`config.mk`:
```
export PLATFORM = sky130hd
export DESIGN_NAME = pwrpin_ctrl
export DESIGN_NICKNAME = d
export VERILOG_FILES = /design/src/rtl/pwrpin_pkg.sv /design/src/rtl/pwrpin_sync.sv /design/src/rtl/pwrpin_relock.sv /design/src/rtl/pwrpin_route.sv /design/src/rtl/pwrpin_ctrl.sv
export SDC_FILE = /design/constraint.sdc
export NUM_CORES = 1
export LEC_CHECK = 0
export ABC_AREA = 1
export BUFFER_PORTS_ARGS = -buffer_cell sky130_fd_sc_hd__buf_2
export CAP_MARGIN = 40
export CORE_ASPECT_RATIO = 0.5
export CORE_MARGIN = 3
export CORE_UTILIZATION = 30
export CTS_BUF_LIST = sky130_fd_sc_hd__clkbuf_8
export DETAILED_ROUTE_END_ITERATION = 12
export PLACE_DENSITY = 0.48
export SYNTH_ARGS = -nofsm -noshare
export SYNTH_HDL_FRONTEND = slang
export SYNTH_SLANG_ARGS = --single-unit
```
`constraint.sdc`:
```
create_clock -name clk -period 1.8 [get_ports clk]
set_input_delay 0.18 -clock clk [delete_from_list [all_inputs] [get_ports clk]]
set_output_delay 0.18 -clock clk [all_outputs]
set_load 0.02 [all_outputs]
```
`src/rtl/pwrpin_pkg.sv`:
```
package pwrpin_pkg;

    typedef enum logic [1:0] {
        PM_OE   = 2'b00,
        PM_SHUT = 2'b01,
        PM_SUSP = 2'b10,
        PM_FREE = 2'b11
    } pin_mode_e;

    // which power action the synchronized pin currently requests
    typedef struct packed {
        logic oe;
        logic shut;
        logic susp;
    } pin_act_t;

    function automatic pin_act_t decode_pin(logic [1:0] mode, logic pin_low);
        pin_act_t a;
        a.oe   = pin_low && (mode == PM_OE);
        a.shut = pin_low && (mode == PM_SHUT);
        a.susp = pin_low && (mode == PM_SUSP);
        return a;
    endfunction

endpackage

```
`src/rtl/pwrpin_sync.sv`:
```
module pwrpin_sync #(
    parameter int STAGES = 2
) (
    input  logic clk,
    input  logic rst,
    input  logic pin_n,
    output logic pin_low
);
    logic [STAGES-1:0] chain;

    always_ff @(posedge clk) begin
        if (rst) chain <= '1;
        else     chain <= {chain[STAGES-2:0], pin_n};
    end

    assign pin_low = ~chain[STAGES-1];
endmodule

```
`src/rtl/pwrpin_relock.sv`:
```
module pwrpin_relock #(
    parameter int W = 16
) (
    input  logic         clk,
    input  logic         rst,
    input  logic         load,
    input  logic [W-1:0] len,
    output logic         busy
);
    logic [W-1:0] cnt;

    always_ff @(posedge clk) begin
        if (rst)             cnt <= '0;
        else if (load)       cnt <= len;
        else if (cnt != '0)  cnt <= cnt - 1'b1;
    end

    assign busy = (cnt != '0);

    // window counts down by one per cycle once shutdown has ended
    assert_relock_step_R5: assert property (@(posedge clk) disable iff (rst)
        (!load && busy) |=> (cnt == $past(cnt) - 1'b1));

    // the window length is taken from the programmed value
    assert_relock_load_R5: assert property (@(posedge clk) disable iff (rst)
        load |=> (cnt == $past(len)));
endmodule

```
`src/rtl/pwrpin_route.sv`:
```
module pwrpin_route
    import pwrpin_pkg::*;
#(
    parameter int N_OUT = 3,
    parameter int N_PLL = 3,
    parameter int SRC_W = 2
) (
    input  pin_act_t               act,
    input  logic                   susp_cfg,
    input  logic                   busy,
    input  logic [N_OUT*SRC_W-1:0] out_src,
    input  logic [N_OUT-1:0]       out_mask,
    input  logic [N_PLL-1:0]       pll_mask,
    output logic [N_OUT-1:0]       out_hiz,
    output logic [N_OUT-1:0]       div_en,
    output logic [N_PLL-1:0]       pll_en,
    output logic                   cfg_conflict
);
    logic [N_OUT-1:0] forced;

    generate
        for (genvar p = 0; p < N_PLL; p++) begin : g_pll
            assign pll_en[p] = ~(act.shut | (act.susp & pll_mask[p]));
        end

        for (genvar i = 0; i < N_OUT; i++) begin : g_out
            logic [SRC_W-1:0] sel;
            logic             from_pll;
            logic             src_masked;
            logic             stop;
            logic             hold;

            assign sel      = out_src[i*SRC_W +: SRC_W];
            assign from_pll = (sel != '0) && (int'(sel) <= N_PLL);

            always_comb begin
                src_masked = 1'b0;
                for (int p = 0; p < N_PLL; p++) begin
                    if (from_pll && (int'(sel) == p + 1)) src_masked = pll_mask[p];
                end
            end

            assign stop      = act.susp & (out_mask[i] | src_masked);
            assign hold      = busy & from_pll;
            assign forced[i] = susp_cfg & src_masked & ~out_mask[i];
            assign out_hiz[i] = act.oe | act.shut | stop | hold;
            assign div_en[i]  = ~(act.shut | stop | hold);
        end
    endgenerate

    assign cfg_conflict = |forced;
endmodule

```
`src/rtl/pwrpin_ctrl.sv`:
```
module pwrpin_ctrl
    import pwrpin_pkg::*;
#(
    parameter int N_OUT    = 3,
    parameter int N_PLL    = 3,
    parameter int RELOCK_W = 16,
    localparam int SRC_W   = $clog2(N_PLL + 1)
) (
    input  logic                   clk,
    input  logic                   rst,
    input  logic                   ctl_pin_n,
    input  logic [1:0]             mode_cfg,
    input  logic [N_OUT*SRC_W-1:0] out_src,
    input  logic [N_OUT-1:0]       out_mask,
    input  logic [N_PLL-1:0]       pll_mask,
    input  logic [RELOCK_W-1:0]    relock_len,
    output logic [N_OUT-1:0]       out_hiz,
    output logic [N_OUT-1:0]       div_en,
    output logic [N_PLL-1:0]       pll_en,
    output logic                   osc_en,
    output logic                   conflict
);
    logic     pin_low;
    pin_act_t act;
    logic     busy;
    logic     cfg_conflict;

    pwrpin_sync #(.STAGES(2)) u_sync (
        .clk     (clk),
        .rst     (rst),
        .pin_n   (ctl_pin_n),
        .pin_low (pin_low)
    );

    assign act = decode_pin(mode_cfg, pin_low);

    pwrpin_relock #(.W(RELOCK_W)) u_relock (
        .clk  (clk),
        .rst  (rst),
        .load (act.shut),
        .len  (relock_len),
        .busy (busy)
    );

    pwrpin_route #(.N_OUT(N_OUT), .N_PLL(N_PLL), .SRC_W(SRC_W)) u_route (
        .act          (act),
        .susp_cfg     (mode_cfg == PM_SUSP),
        .busy         (busy),
        .out_src      (out_src),
        .out_mask     (out_mask),
        .pll_mask     (pll_mask),
        .out_hiz      (out_hiz),
        .div_en       (div_en),
        .pll_en       (pll_en),
        .cfg_conflict (cfg_conflict)
    );

    assign osc_en = ~act.shut;

    always_ff @(posedge clk) begin
        if (rst)               conflict <= 1'b0;
        else if (cfg_conflict) conflict <= 1'b1;
    end

    // once raised the flag only clears through reset
    assert_conflict_sticky_R8: assert property (@(posedge clk) disable iff (rst)
        conflict |=> conflict);

    // shutdown stops oscillator, every PLL and every divider
    assert_shutdown_quiet_R4: assert property (@(posedge clk) disable iff (rst)
        (pin_low && mode_cfg == PM_SHUT) |-> (!osc_en && pll_en == '0 && div_en == '0));

    // output-enable mode never stops a PLL or the oscillator
    assert_oe_keeps_plls_R3: assert property (@(posedge clk) disable iff (rst)
        (mode_cfg == PM_OE) |-> (&pll_en && osc_en));

    // ignored mode with no relock pending drives everything
    assert_free_mode_R9: assert property (@(posedge clk) disable iff (rst)
        (mode_cfg == PM_FREE && !busy) |-> (out_hiz == '0 && &pll_en && &div_en));

    generate
        for (genvar i = 0; i < N_OUT; i++) begin : g_chk
            logic [SRC_W-1:0] s;
            assign s = out_src[i*SRC_W +: SRC_W];
            // no output is driven from a stopped PLL
            assert_no_orphan_R7: assert property (@(posedge clk) disable iff (rst)
                ((s != '0) && (int'(s) <= N_PLL) && !pll_en[int'(s) - 1]) |-> out_hiz[i]);
        end
    endgenerate
endmodule

```
==> impl_metrics.prom, run 1 <==
# TYPE chip_impl_metric gauge
chip_impl_info{name="rr_startpoint",value="u_relock.cnt[0]"} 1
chip_impl_metric{name="finalSetupViolCount",unit=""} 0
chip_impl_metric{name="final_cells",unit=""} 348
chip_impl_metric{name="postSynth.asyncResetShare",unit=""} 0
chip_impl_metric{name="power_frac_clock",unit=""} 0.097
chip_impl_metric{name="synth.net_count",unit=""} 266
chip_impl_metric{name="number_of_flops_mapped_to_enable_cells_by_yosys",unit=""} 0
chip_impl_info{name="start_kind",value="register"} 1
chip_impl_metric{name="synthDistinctLibCells",unit=""} 33
chip_impl_metric{name="cts.sinks",unit=""} 19
chip_impl_metric{name="power_frac_comb",unit=""} 0.673
chip_impl_metric{name="min_period",unit="ns"} 1.68
chip_impl_metric{name="post_route_setup_slack",unit="ns"} 0.117
chip_impl_metric{name="count_of_tritonroute_iterations_in_the_first_routing_pass",unit=""} 4
chip_impl_metric{name="die_height",unit="µm"} 56.2
chip_impl_metric{name="ant_nets",unit=""} 0
chip_impl_metric{name="cell_area_after_synthesis",unit="mm²"} 0.00151
chip_impl_metric{name="grt_max_degree",unit=""} 22
chip_impl_metric{name="seq_area",unit="µm²"} 385
chip_impl_metric{name="die-area",unit="mm²"} 0.00599
chip_impl_metric{name="setup-tns-final",unit="ns"} 0
chip_impl_metric{name="synth.yosys.seq_area_share",unit=""} 0.251
chip_impl_metric{name="timing.critical_path.fanout_max",unit=""} 5
chip_impl_metric{name="netlist_instances",unit=""} 232
chip_impl_metric{name="top_level_ports",unit=""} 44
chip_impl_info{name="outcome",value="finished clean"} 1
chip_impl_metric{name="grt_antenna_before_repair",unit=""} 0
chip_impl_metric{name="first_global_vias",unit=""} 1509
chip_impl_metric{name="share_seq_of_total_power",unit=""} 0.230
chip_impl_metric{name="totalWireLength",unit="µm"} 4030
chip_impl_metric{name="critical_path_arrival",unit="ns"} 1.50
chip_impl_metric{name="grt_use_met1",unit=""} 0.186
chip_impl_info{name="rsz0062_at_grt",value="no"} 1
chip_impl_info{name="cts_root_buf",value="sky130_fd_sc_hd__clkbuf_8"} 1
chip_impl_metric{name="core_area",unit="mm²"} 0.00462
chip_impl_metric{name="power-per-cell-area",unit="mW/mm²"} 1680
chip_impl_metric{name="grt.met3_usage",unit=""} 0.0406
chip_impl_info{name="worstHoldPathType",value="in2reg"} 1
chip_impl_info{name="rr_endpoint",value="u_relock.cnt[2]"} 1
chip_impl_metric{name="worst_hold_stages",unit=""} 2
chip_impl_metric{name="wl_per_cell",unit="µm"} 11.6
chip_impl_info{name="hp-start",value="ctl_pin_n"} 1
chip_impl_info{name="netlist_top_cells_count",value="47 x sky130_fd_sc_hd__nand2_1, 34 x sky130_fd_sc_hd__nor2_1, 27 x sky130_fd_sc_hd__nand3_1, 22 x sky130_fd_sc_hd__inv_1, 19 x sky130_fd_sc_hd__dfxtp_1"} 1
chip_impl_metric{name="yosys.area.top_type_share",unit=""} 0.251
chip_impl_metric{name="std_cell_rows",unit=""} 17
chip_impl_info{name="critPathCaptureType",value="output pin"} 1
chip_impl_metric{name="worst_ir_drop_vdd",unit="V"} 0.000442
chip_impl_metric{name="cts-buffers-inserted",unit=""} 3
chip_impl_metric{name="worst_r2r_path_depth",unit=""} 10
chip_impl_metric{name="slew_headroom",unit=""} 0.785
chip_impl_metric{name="grtUsageTotal",unit=""} 0.138
chip_impl_metric{name="fin_skew",unit="ns"} 0.00356
chip_impl_metric{name="route.detailed.drc",unit=""} 0
chip_impl_metric{name="drt_iter0_drcs",unit=""} 58
chip_impl_metric{name="dpl_worst_slack",unit="ns"} 0.0913
chip_impl_metric{name="routing_usage_on_met2",unit=""} 0.219
chip_impl_metric{name="synth_seq_cells",unit=""} 19
chip_impl_metric{name="numPortBuffers",unit=""} 43
chip_impl_metric{name="num-fill-cells",unit=""} 501
chip_impl_info{name="cts_tree",value="built"} 1
chip_impl_metric{name="multiInputGateArea",unit="mm²"} 0.00102
chip_impl_metric{name="grt_pass1_wl",unit="µm"} 6780
chip_impl_metric{name="netSwitchingFraction",unit=""} 0.504
chip_impl_metric{name="report.final.hold_viol_count",unit=""} 0
chip_impl_metric{name="total_of_warnings_raised_by_yosys",unit=""} 0
chip_impl_metric{name="clk_transition_reported_paths",unit="ns"} 0.08
chip_impl_info{name="yosys.area.top_type",value="sky130_fd_sc_hd__dfxtp_1"} 1
chip_impl_metric{name="placed_cells",unit=""} 339
chip_impl_metric{name="antennaDiodeCount",unit=""} 0
chip_impl_metric{name="worstSkewPairLatency",unit="ns"} 0.26
chip_impl_info{name="criticalPathCategory",value="reg2out"} 1
chip_impl_info{name="globalRoute.busiestLayer",value="met2"} 1
chip_impl_metric{name="drv.max_cap_violation_count",unit=""} 0
chip_impl_info{name="netlist_top_cells_area",value="sky130_fd_sc_hd__dfxtp_1 25%, sky130_fd_sc_hd__nand2_1 12%, sky130_fd_sc_hd__nand3_1 8.9%"} 1
chip_impl_metric{name="drive_above_1_share",unit=""} 0.365
chip_impl_metric{name="min_period_over_period",unit=""} 0.935
chip_impl_metric{name="chipWidth",unit="µm"} 106
chip_impl_metric{name="worstPathRequired",unit="ns"} 1.62
chip_impl_metric{name="power.static_leakage",unit="nW"} 0.912
chip_impl_metric{name="p_int",unit="mW"} 1.59
chip_impl_metric{name="final_max_slew_viols",unit=""} 0
chip_impl_info{name="cp-startpoint",value="u_relock.cnt[0]"} 1
chip_impl_metric{name="initial_core_util",unit=""} 0.328
chip_impl_metric{name="max_slew.worst_pin.slew",unit="ns"} 0.322
chip_impl_metric{name="syn_area_per_cell",unit="µm²"} 6.53
chip_impl_metric{name="reg2reg_slack",unit="ns"} 0.28
chip_impl_info{name="yosys_most_used_dff",value="sky130_fd_sc_hd__dfxtp_1"} 1
chip_impl_metric{name="dp_hpwl",unit="µm"} 3210
chip_impl_metric{name="area.growth.synth_to_final",unit="%"} 26.6
chip_impl_metric{name="gp_routability_congestion",unit=""} 0.826
chip_impl_metric{name="cts_hold_buffers",unit=""} 0
chip_impl_metric{name="drt_via_density",unit=""} 4.55
chip_impl_metric{name="netSwitchingPower",unit="mW"} 1.62
chip_impl_metric{name="fin_nets",unit=""} 317
chip_impl_info{name="min_to",value="u_sync.chain[0]"} 1
chip_impl_metric{name="cts_max_level",unit=""} 1
chip_impl_metric{name="gr-total-overflow",unit=""} 0
chip_impl_info{name="post-synth-top-count-cell",value="sky130_fd_sc_hd__nand2_1"} 1
chip_impl_metric{name="num_vias",unit=""} 1582
chip_impl_metric{name="achievable-frequency",unit="MHz"} 594
chip_impl_metric{name="clk_path_buf_depth",unit=""} 2
-- flip-flops by register name (all words and copies together) (netlist names) --
name          cells
u_relock.cnt     16
u_sync.chain      2
conflict          1
-- placed cells by master, fill, tap and decap left out, types with 5 or more instances in the layout --
| master | netlist | layout |
|---|---|---|
| sky130_fd_sc_hd__nand3_1 | 27 | 26 |
| sky130_fd_sc_hd__nor2_2 | 4 | 5 |
| sky130_fd_sc_hd__nand2_2 | 9 | 9 |
| sky130_fd_sc_hd__inv_1 | 22 | 21 |
| sky130_fd_sc_hd__nor2_4 | 7 | 7 |
| sky130_fd_sc_hd__nand2_1 | 47 | 47 |
| sky130_fd_sc_hd__buf_4 | 0 | 8 |
| sky130_fd_sc_hd__o21ai_0 | 8 | 8 |
| sky130_fd_sc_hd__a21oi_1 | 6 | 6 |
| sky130_fd_sc_hd__nor2_1 | 34 | 33 |
| sky130_fd_sc_hd__or2_2 | 7 | 7 |
| sky130_fd_sc_hd__buf_2 | 0 | 41 |
| sky130_fd_sc_hd__inv_2 | 4 | 5 |
| sky130_fd_sc_hd__dfxtp_1 | 19 | 17 |
-- critical path, stage by stage, from the launching register on --
cell and delay [ns]:
sky130_fd_sc_hd__dfxtp_4 0.35, sky130_fd_sc_hd__inv_4 0.06, sky130_fd_sc_hd__ha_4 0.14, sky130_fd_sc_hd__nand3_4 0.09, sky130_fd_sc_hd__nor2_4 0.15, sky130_fd_sc_hd__nand2_2 0.08
sky130_fd_sc_hd__o21ai_2 0.07, sky130_fd_sc_hd__and3_4 0.19, sky130_fd_sc_hd__buf_6 0.11
-- power groups by stage --
stage          Sequential (mW)  Clock (mW)  Combinational [mW]
2_1_floorplan            0.699           0                1.62
3_3_place_gp             0.739           0                1.97
3_5_place_dp             0.740           0                2.00
4_1_cts                  0.736       0.328                2.05
5_1_grt                  0.760       0.340                2.45
6_report                 0.739       0.311                2.16
-- worst max path at each step --
| stage | to | cells after the start | slack [ns] |
|---|---|---|---|
| 3_3_place_gp | div_en[0] | 8 | 0.13 |
| 6_report | div_en[0] | 8 | 0.12 |
| 2_1_floorplan | div_en[1] | 8 | 0.22 |
| 4_1_cts | div_en[0] | 8 | 0.009 |
| 5_1_grt | div_en[0] | 8 | 0.01 |
| 3_5_place_dp | div_en[0] | 8 | 0.09 |
-- repair_timing --
| item | in CTS | in global routing |
|---|---|---|
| setup buffers | 1 | 4 |
| gates cloned | 0 | 0 |
| resized for setup | 4 | 11 |
| setup endpoints to repair | 6 | 6 |
| pin swaps | 1 | 6 |
-- cell families after synthesis --
| logic type | synth area share |
|---|---|
| AO/OA/AOI/OAI | 0.102 |
| flip-flops | 0.251 |
| XOR/XNOR | 0.00579 |
| adder cells (fa/ha/maj) | 0.00826 |
| multiplexers | 0.00661 |
| AND/OR/NAND/NOR | 0.531 |
| buffers and inverters | 0.0950 |
-- per-stage QoR --
step                      hold WS, ns   util  instance area, µm²  power [mW]
after floorplan                 0.242      -                1510        2.32
after global placement          0.364  0.388                1790        2.71
after detailed placement        0.371  0.388                1790        2.74
after CTS                      0.0909  0.402                1860        3.12
after global routing           0.0916  0.415                1920        3.55
final                          0.0964  0.415                1920        3.21
-- metal layers --
| metal | share of wire | vias up |
|---|---|---|
| met2 | 0.42 | 38 |
| li1 | - | 846 |
| met5 | 0 | - |
| met3 | 0.063 | 4 |
| met4 | 0.0077 | 0 |
| met1 | 0.51 | 694 |
-- layout make-up --
class | instances | share of cell area
Clock buffer | 3 | 0.0215
Clock inverter | 1 | 0.00196
Inverter | 27 | 0.0568
Multi-Input combinational cell | 182 | 0.531
Sequential cell | 19 | 0.201
Tap cell | 66 | 0.0431
Timing Repair Buffer | 50 | 0.144
Note: power is estimated with default switching activity, not from simulation.
==> run 2: changes to the inputs <==
- TNS_END_PERCENT: default -> 5
- clock period: 1.8 -> 1.95 ns (I/O delays scaled with it)
==> impl_metrics.prom, run 2 (synthesis gave the netlist of run 1 again) <==
# TYPE chip_impl_metric gauge
chip_impl_metric{name="final_cells",unit=""} 343
chip_impl_metric{name="fin_skew",unit="ns"} 0.00341
chip_impl_metric{name="ant_nets",unit=""} 0
chip_impl_info{name="start_kind",value="register"} 1
chip_impl_metric{name="report.final.hold_viol_count",unit=""} 0
chip_impl_metric{name="placed_cells",unit=""} 338
chip_impl_metric{name="worstPathRequired",unit="ns"} 1.75
chip_impl_metric{name="die_height",unit="µm"} 56.2
chip_impl_metric{name="slew_headroom",unit=""} 0.774
chip_impl_metric{name="dp_hpwl",unit="µm"} 3130
chip_impl_metric{name="cts-buffers-inserted",unit=""} 3
chip_impl_info{name="rr_startpoint",value="u_sync.chain[1]"} 1
chip_impl_metric{name="max_slew.worst_pin.slew",unit="ns"} 0.338
chip_impl_info{name="rsz0062_at_grt",value="no"} 1
chip_impl_metric{name="worst_hold_stages",unit=""} 2
chip_impl_metric{name="achievable-frequency",unit="MHz"} 555
chip_impl_metric{name="drv.max_cap_violation_count",unit=""} 0
chip_impl_info{name="criticalPathCategory",value="reg2out"} 1
chip_impl_metric{name="num_vias",unit=""} 1538
chip_impl_metric{name="min_period",unit="ns"} 1.80
chip_impl_info{name="commonest_non_fill_non_tap_cell_in_the_layout",value="sky130_fd_sc_hd__nand2_1"} 1
chip_impl_metric{name="numPortBuffers",unit=""} 43
chip_impl_metric{name="number_of_flip_flops_under_the_largest_register_name",unit=""} 16
chip_impl_metric{name="worst_ir_drop_vdd",unit="V"} 0.000414
chip_impl_metric{name="met2RoutedLength",unit="µm"} 1610
chip_impl_metric{name="min_period_over_period",unit=""} 0.925
chip_impl_info{name="layout_common_cells",value="47 x sky130_fd_sc_hd__nand2_1, 42 x sky130_fd_sc_hd__buf_2, 34 x sky130_fd_sc_hd__nor2_1, 27 x sky130_fd_sc_hd__nand3_1, 22 x sky130_fd_sc_hd__inv_1"} 1
chip_impl_metric{name="grtUsageTotal",unit=""} 0.137
chip_impl_metric{name="num-fill-cells",unit=""} 519
chip_impl_metric{name="critical_path.max_stage_delay",unit="ns"} 0.34
chip_impl_metric{name="route.detailed.drc",unit=""} 0
chip_impl_metric{name="chipWidth",unit="µm"} 106
chip_impl_metric{name="cts.sinks",unit=""} 19
chip_impl_info{name="timing.critical_path.cells",value="inv_1, ha_4, nand3_4, nor2_4, nand2_2, o21ai_1, and3_1, buf_4"} 1
chip_impl_metric{name="drive_above_1_share",unit=""} 0.332
chip_impl_metric{name="critical_path_arrival",unit="ns"} 1.61
chip_impl_metric{name="clk_transition_reported_paths",unit="ns"} 0.08
chip_impl_metric{name="grt_antenna_before_repair",unit=""} 0
chip_impl_metric{name="drt_via_density",unit=""} 4.48
chip_impl_metric{name="multiInputGateArea",unit="mm²"} 0.00100
chip_impl_metric{name="top_level_ports",unit=""} 44
chip_impl_info{name="worstHoldPathType",value="in2reg"} 1
chip_impl_metric{name="gp_routability_congestion",unit=""} 0.821
chip_impl_metric{name="cts_max_level",unit=""} 1
chip_impl_metric{name="fin_nets",unit=""} 312
chip_impl_info{name="max_flop_register",value="u_relock.cnt"} 1
chip_impl_metric{name="routed-wl-met3",unit="µm"} 253
chip_impl_metric{name="first_global_vias",unit=""} 1462
chip_impl_metric{name="whs",unit="ns"} 0.110
chip_impl_metric{name="path_depth",unit=""} 8
chip_impl_info{name="critPathCaptureType",value="output pin"} 1
chip_impl_metric{name="setup-tns-final",unit="ns"} 0
chip_impl_metric{name="antennaDiodeCount",unit=""} 0
chip_impl_info{name="routed.top_layer",value="met4"} 1
chip_impl_metric{name="drt_iter0_drcs",unit=""} 53
chip_impl_metric{name="power-per-cell-area",unit="mW/mm²"} 1530
chip_impl_metric{name="worstSkewPairLatency",unit="ns"} 0.26
chip_impl_metric{name="grt_pass1_wl",unit="µm"} 6660
chip_impl_metric{name="count_of_tritonroute_iterations_in_the_first_routing_pass",unit=""} 4
chip_impl_metric{name="grt_max_degree",unit=""} 29
chip_impl_info{name="largest_registers",value="u_relock.cnt (16), u_sync.chain (2), conflict (1)"} 1
chip_impl_metric{name="core_area",unit="mm²"} 0.00462
chip_impl_metric{name="worstPathBufferInverterCount",unit=""} 2
chip_impl_metric{name="seq_area",unit="µm²"} 382
chip_impl_metric{name="area.growth.synth_to_final",unit="%"} 22.2
chip_impl_metric{name="totalWireLength",unit="µm"} 3960
chip_impl_metric{name="finalSetupViolCount",unit=""} 0
chip_impl_metric{name="timing.critical_path.fanout_max",unit=""} 5
chip_impl_metric{name="wl_per_cell",unit="µm"} 11.5
chip_impl_metric{name="worst_r2r_path_depth",unit=""} 7
chip_impl_metric{name="final_max_slew_viols",unit=""} 0
chip_impl_metric{name="met1_wirelength",unit="µm"} 2090
chip_impl_info{name="cp-startpoint",value="u_relock.cnt[1]"} 1
chip_impl_metric{name="std_cell_rows",unit=""} 17
chip_impl_info{name="cts_tree",value="built"} 1
chip_impl_metric{name="power.static_leakage",unit="nW"} 0.878
chip_impl_info{name="timing.critical_path.slowest_stage_cell",value="sky130_fd_sc_hd__dfxtp_1"} 1
chip_impl_info{name="hp-start",value="ctl_pin_n"} 1
chip_impl_info{name="cts_root_buf",value="sky130_fd_sc_hd__clkbuf_8"} 1
chip_impl_info{name="outcome",value="finished clean"} 1
chip_impl_metric{name="clk_path_buf_depth",unit=""} 2
chip_impl_metric{name="initial_core_util",unit=""} 0.328
chip_impl_metric{name="gr-total-overflow",unit=""} 0
chip_impl_metric{name="cts_hold_buffers",unit=""} 0
chip_impl_metric{name="die-area",unit="mm²"} 0.00599
chip_impl_info{name="path_delay_family",value="simple AND/OR/NAND/NOR gates"} 1
run 2: layout make-up:
type | instances | area share
flip-flops and latches | 19 | 0.206
clock buffers | 3 | 0.0223
repair buffers | 45 | 0.126
multi-input cells | 182 | 0.542
inverters | 27 | 0.0575
clock inverters | 1 | 0.00203
well taps | 66 | 0.0446
run 2: metrics by stage:
stage	worst slack [ns]	util	power [mW]	cell area (µm²)
after global routing	0.00472	0.401	3.17	1850
after CTS	0.0128	0.396	2.82	1830
after detailed placement	0.255	0.386	2.52	1780
after global placement	0.267	0.386	2.50	1780
final	0.147	0.401	2.83	1850
after floorplan	0.358	-	2.14	1510
run 2: routing by layer:
metal  global-route usage  up-vias
li1                     -      837
met5                    0        -
met4               0.0164        0
met3               0.0336        2
met1                0.190      658
met2                0.222       41
run 2: report_power, final:
group          total, mW  switching (mW)  leakage, nW  internal, mW
Clock              0.285           0.145       0.0269         0.140
Combinational       1.87            1.15        0.695         0.716
Sequential         0.681           0.158        0.157         0.523
Total               2.83            1.45        0.878          1.38
run 2: repair_timing:
item	4_1_cts	5_1_grt
pin swaps	1	1
buffers inserted	0	1
gates resized for setup	1	4
endpoints found under the setup margin	2	6
run 2: worst register-to-register path, cell delays in order (launching register included):
cell and delay, ns:
sky130_fd_sc_hd__dfxtp_1 0.32, sky130_fd_sc_hd__nor2_2 0.17, sky130_fd_sc_hd__nand2_4 0.23, sky130_fd_sc_hd__inv_2 0.28
sky130_fd_sc_hd__nand2_1 0.10, sky130_fd_sc_hd__o21ai_0 0.08, sky130_fd_sc_hd__nand2_1 0.09, sky130_fd_sc_hd__a21oi_2 0.12
run 2: worst paths after layout:
path | slack, ns | end
max | 0.15 | div_en[0]
min | 0.11 | u_sync.chain[0]
max reg2reg | 0.48 | u_relock.cnt[0]
min reg2reg | 0.41 | u_sync.chain[1]
==> run 3: changes to the inputs <==
- CTS_BUF_LIST: sky130_fd_sc_hd__clkbuf_8 -> sky130_fd_sc_hd__clkbuf_4 sky130_fd_sc_hd__clkbuf_8 sky130_fd_sc_hd__clkbuf_16
- PLACE_DENSITY: 0.48 -> 0.47
==> impl_metrics.prom, run 3 (synthesis gave the netlist of run 1 again) <==
# TYPE chip_impl_metric gauge
chip_impl_metric{name="worst_ir_drop_vdd",unit="V"} 0.000477
chip_impl_metric{name="min_period_over_period",unit=""} 0.934
chip_impl_metric{name="whs",unit="ns"} 0.113
chip_impl_metric{name="fin_nets",unit=""} 313
chip_impl_metric{name="cts_max_level",unit=""} 1
chip_impl_metric{name="drive_above_1_share",unit=""} 0.342
chip_impl_info{name="outcome",value="finished clean"} 1
chip_impl_metric{name="ant_nets",unit=""} 0
chip_impl_metric{name="num_vias",unit=""} 1569
chip_impl_metric{name="min_period",unit="ns"} 1.82
chip_impl_metric{name="grt_antenna_before_repair",unit=""} 0
chip_impl_metric{name="critical_path_arrival",unit="ns"} 1.63
chip_impl_metric{name="dpl_worst_slack",unit="ns"} 0.236
chip_impl_metric{name="cts-buffers-inserted",unit=""} 3
chip_impl_metric{name="achievable-frequency",unit="MHz"} 549
chip_impl_metric{name="share_seq_of_total_power",unit=""} 0.236
chip_impl_metric{name="count_of_tritonroute_iterations_in_the_first_routing_pass",unit=""} 4
chip_impl_info{name="layout_common_cells",value="47 x sky130_fd_sc_hd__nand2_1, 43 x sky130_fd_sc_hd__buf_2, 33 x sky130_fd_sc_hd__nor2_1, 27 x sky130_fd_sc_hd__nand3_1, 21 x sky130_fd_sc_hd__inv_1"} 1
chip_impl_info{name="cp-startpoint",value="u_relock.cnt[0]"} 1
chip_impl_metric{name="grt_max_degree",unit=""} 18
chip_impl_info{name="max_flop_register",value="u_relock.cnt"} 1
chip_impl_metric{name="reg2reg_slack",unit="ns"} 0.49
chip_impl_metric{name="gp_routability_congestion",unit=""} 0.815
chip_impl_metric{name="final_max_slew_viols",unit=""} 0
chip_impl_metric{name="area.growth.synth_to_final",unit="%"} 23.0
chip_impl_info{name="worstHoldPathType",value="in2reg"} 1
chip_impl_metric{name="timing.critical_path.fanout_max",unit=""} 5
chip_impl_metric{name="cts_hold_buffers",unit=""} 0
chip_impl_metric{name="die-area",unit="mm²"} 0.00599
chip_impl_info{name="cts_root_buf",value="sky130_fd_sc_hd__clkbuf_8"} 1
chip_impl_metric{name="netSwitchingFraction",unit=""} 0.513
chip_impl_metric{name="gr-total-overflow",unit=""} 0
chip_impl_metric{name="power-per-cell-area",unit="mW/mm²"} 1540
chip_impl_metric{name="initial_core_util",unit=""} 0.328
chip_impl_metric{name="worstSkewPairLatency",unit="ns"} 0.26
chip_impl_metric{name="report.final.hold_viol_count",unit=""} 0
chip_impl_info{name="rr_startpoint",value="u_relock.cnt[0]"} 1
chip_impl_metric{name="post_route_setup_slack",unit="ns"} 0.129
chip_impl_info{name="rsz0062_at_grt",value="no"} 1
chip_impl_metric{name="power_frac_clock",unit=""} 0.106
chip_impl_metric{name="route.detailed.drc",unit=""} 0
chip_impl_metric{name="power_frac_comb",unit=""} 0.658
chip_impl_metric{name="dp_hpwl",unit="µm"} 3220
chip_impl_metric{name="p_int",unit="mW"} 1.40
chip_impl_metric{name="number_of_flip_flops_under_the_largest_register_name",unit=""} 16
chip_impl_metric{name="setup-tns-final",unit="ns"} 0
chip_impl_metric{name="worstPathRequired",unit="ns"} 1.75
chip_impl_metric{name="std_cell_rows",unit=""} 17
chip_impl_metric{name="finalSetupViolCount",unit=""} 0
chip_impl_info{name="crit_path_end",value="div_en[0]"} 1
chip_impl_metric{name="antennaDiodeCount",unit=""} 0
chip_impl_metric{name="power.static_leakage",unit="nW"} 0.882
chip_impl_metric{name="totalWireLength",unit="µm"} 4030
chip_impl_metric{name="fin_skew",unit="ns"} 0.00361
chip_impl_metric{name="chipWidth",unit="µm"} 106
chip_impl_metric{name="drt_via_density",unit=""} 4.56
chip_impl_metric{name="die_height",unit="µm"} 56.2
chip_impl_metric{name="num-fill-cells",unit=""} 531
chip_impl_info{name="commonest_non_fill_non_tap_cell_in_the_layout",value="sky130_fd_sc_hd__nand2_1"} 1
chip_impl_metric{name="first_global_vias",unit=""} 1421
chip_impl_info{name="start_kind",value="register"} 1
chip_impl_metric{name="grtUsageTotal",unit=""} 0.142
chip_impl_metric{name="top_level_ports",unit=""} 44
chip_impl_metric{name="numPortBuffers",unit=""} 43
chip_impl_info{name="largest_registers",value="u_relock.cnt (16), u_sync.chain (2), conflict (1)"} 1
chip_impl_info{name="critPathCaptureType",value="output pin"} 1
chip_impl_metric{name="clk_path_buf_depth",unit=""} 2
chip_impl_metric{name="slew_headroom",unit=""} 0.781
chip_impl_metric{name="core_area",unit="mm²"} 0.00462
chip_impl_metric{name="max_slew.worst_pin.slew",unit="ns"} 0.328
chip_impl_metric{name="netSwitchingPower",unit="mW"} 1.47
chip_impl_metric{name="drt_iter0_drcs",unit=""} 43
chip_impl_metric{name="cts.sinks",unit=""} 19
chip_impl_metric{name="drv.max_cap_violation_count",unit=""} 0
chip_impl_metric{name="wl_per_cell",unit="µm"} 11.7
chip_impl_info{name="cts_tree",value="built"} 1
chip_impl_metric{name="grt_pass1_wl",unit="µm"} 6850
chip_impl_metric{name="clk_transition_reported_paths",unit="ns"} 0.08
chip_impl_info{name="criticalPathCategory",value="reg2out"} 1
chip_impl_info{name="rr_endpoint",value="u_relock.cnt[6]"} 1
chip_impl_metric{name="worst_r2r_path_depth",unit=""} 9
## run 3: power by group through the flow
stage / combinational, mW / sequential [mW] / clock (mW)
global placement: 1.82 / 0.685 / 0
detailed placement: 1.84 / 0.680 / 0
floorplan: 1.50 / 0.645 / 0
global route: 2.17 / 0.704 / 0.337
finish: 1.89 / 0.677 / 0.304
CTS: 1.86 / 0.672 / 0.317
## run 3: cell type report
| class | count | area [µm²] | share of cell area |
|---|---|---|---|
| multi-input combinational | 182 | 1000 | 0.540 |
| sequential | 19 | 382 | 0.205 |
| timing repair buffer | 46 | 238 | 0.128 |
| inverter | 27 | 106 | 0.0571 |
| tap | 66 | 82.6 | 0.0444 |
| clock buffer | 4 | 48.8 | 0.0262 |
## run 3: repair_timing
item	in CTS	in global routing
setup buffers	0	1
gates resized for setup	1	4
setup endpoints to repair	3	6
endpoints found under the hold margin	0	0
pin swaps	1	1
## run 3: routing by layer
| layer | GRT usage | share of wire | wire, µm | up-vias |
|---|---|---|---|---|
| li1 | - | - | - | 837 |
| met1 | 0.210 | 0.54 | 2160 | 687 |
| met2 | 0.209 | 0.39 | 1560 | 41 |
| met3 | 0.0336 | 0.066 | 267 | 4 |
| met4 | 0.0273 | 0.0089 | 36 | 0 |
| met5 | 0 | 0 | 0 | - |
## run 3: worst max-delay path, cell delays in order, from the launching register on
cell	delay (ns)
sky130_fd_sc_hd__dfxtp_2	0.35
sky130_fd_sc_hd__inv_2	0.08
sky130_fd_sc_hd__ha_4	0.16
sky130_fd_sc_hd__nand3_4	0.11
sky130_fd_sc_hd__nor2_4	0.17
sky130_fd_sc_hd__nand2_2	0.09
sky130_fd_sc_hd__o21ai_1	0.10
sky130_fd_sc_hd__and3_1	0.16
sky130_fd_sc_hd__buf_2	0.15
## run 3: worst min path at each step
stage	startpoint	endpoint	cells after the start
finish	ctl_pin_n	u_sync.chain[0]	2
global route	ctl_pin_n	u_sync.chain[0]	2
CTS	ctl_pin_n	u_sync.chain[0]	2
detailed placement	ctl_pin_n	u_sync.chain[0]	2
global placement	ctl_pin_n	u_sync.chain[0]	2
floorplan	rst	u_relock.cnt[0]	1
## run 3: per-stage QoR
step / cell area [µm²] / power, mW / util / cells
2_1_floorplan: 1510 / 2.14 / - / 232
3_3_place_gp: 1790 / 2.51 / 0.388 / 339
3_5_place_dp: 1790 / 2.52 / 0.388 / 339
4_1_cts: 1840 / 2.85 / 0.399 / 343
5_1_grt: 1860 / 3.21 / 0.403 / 344
6_report: 1860 / 2.87 / 0.403 / 344
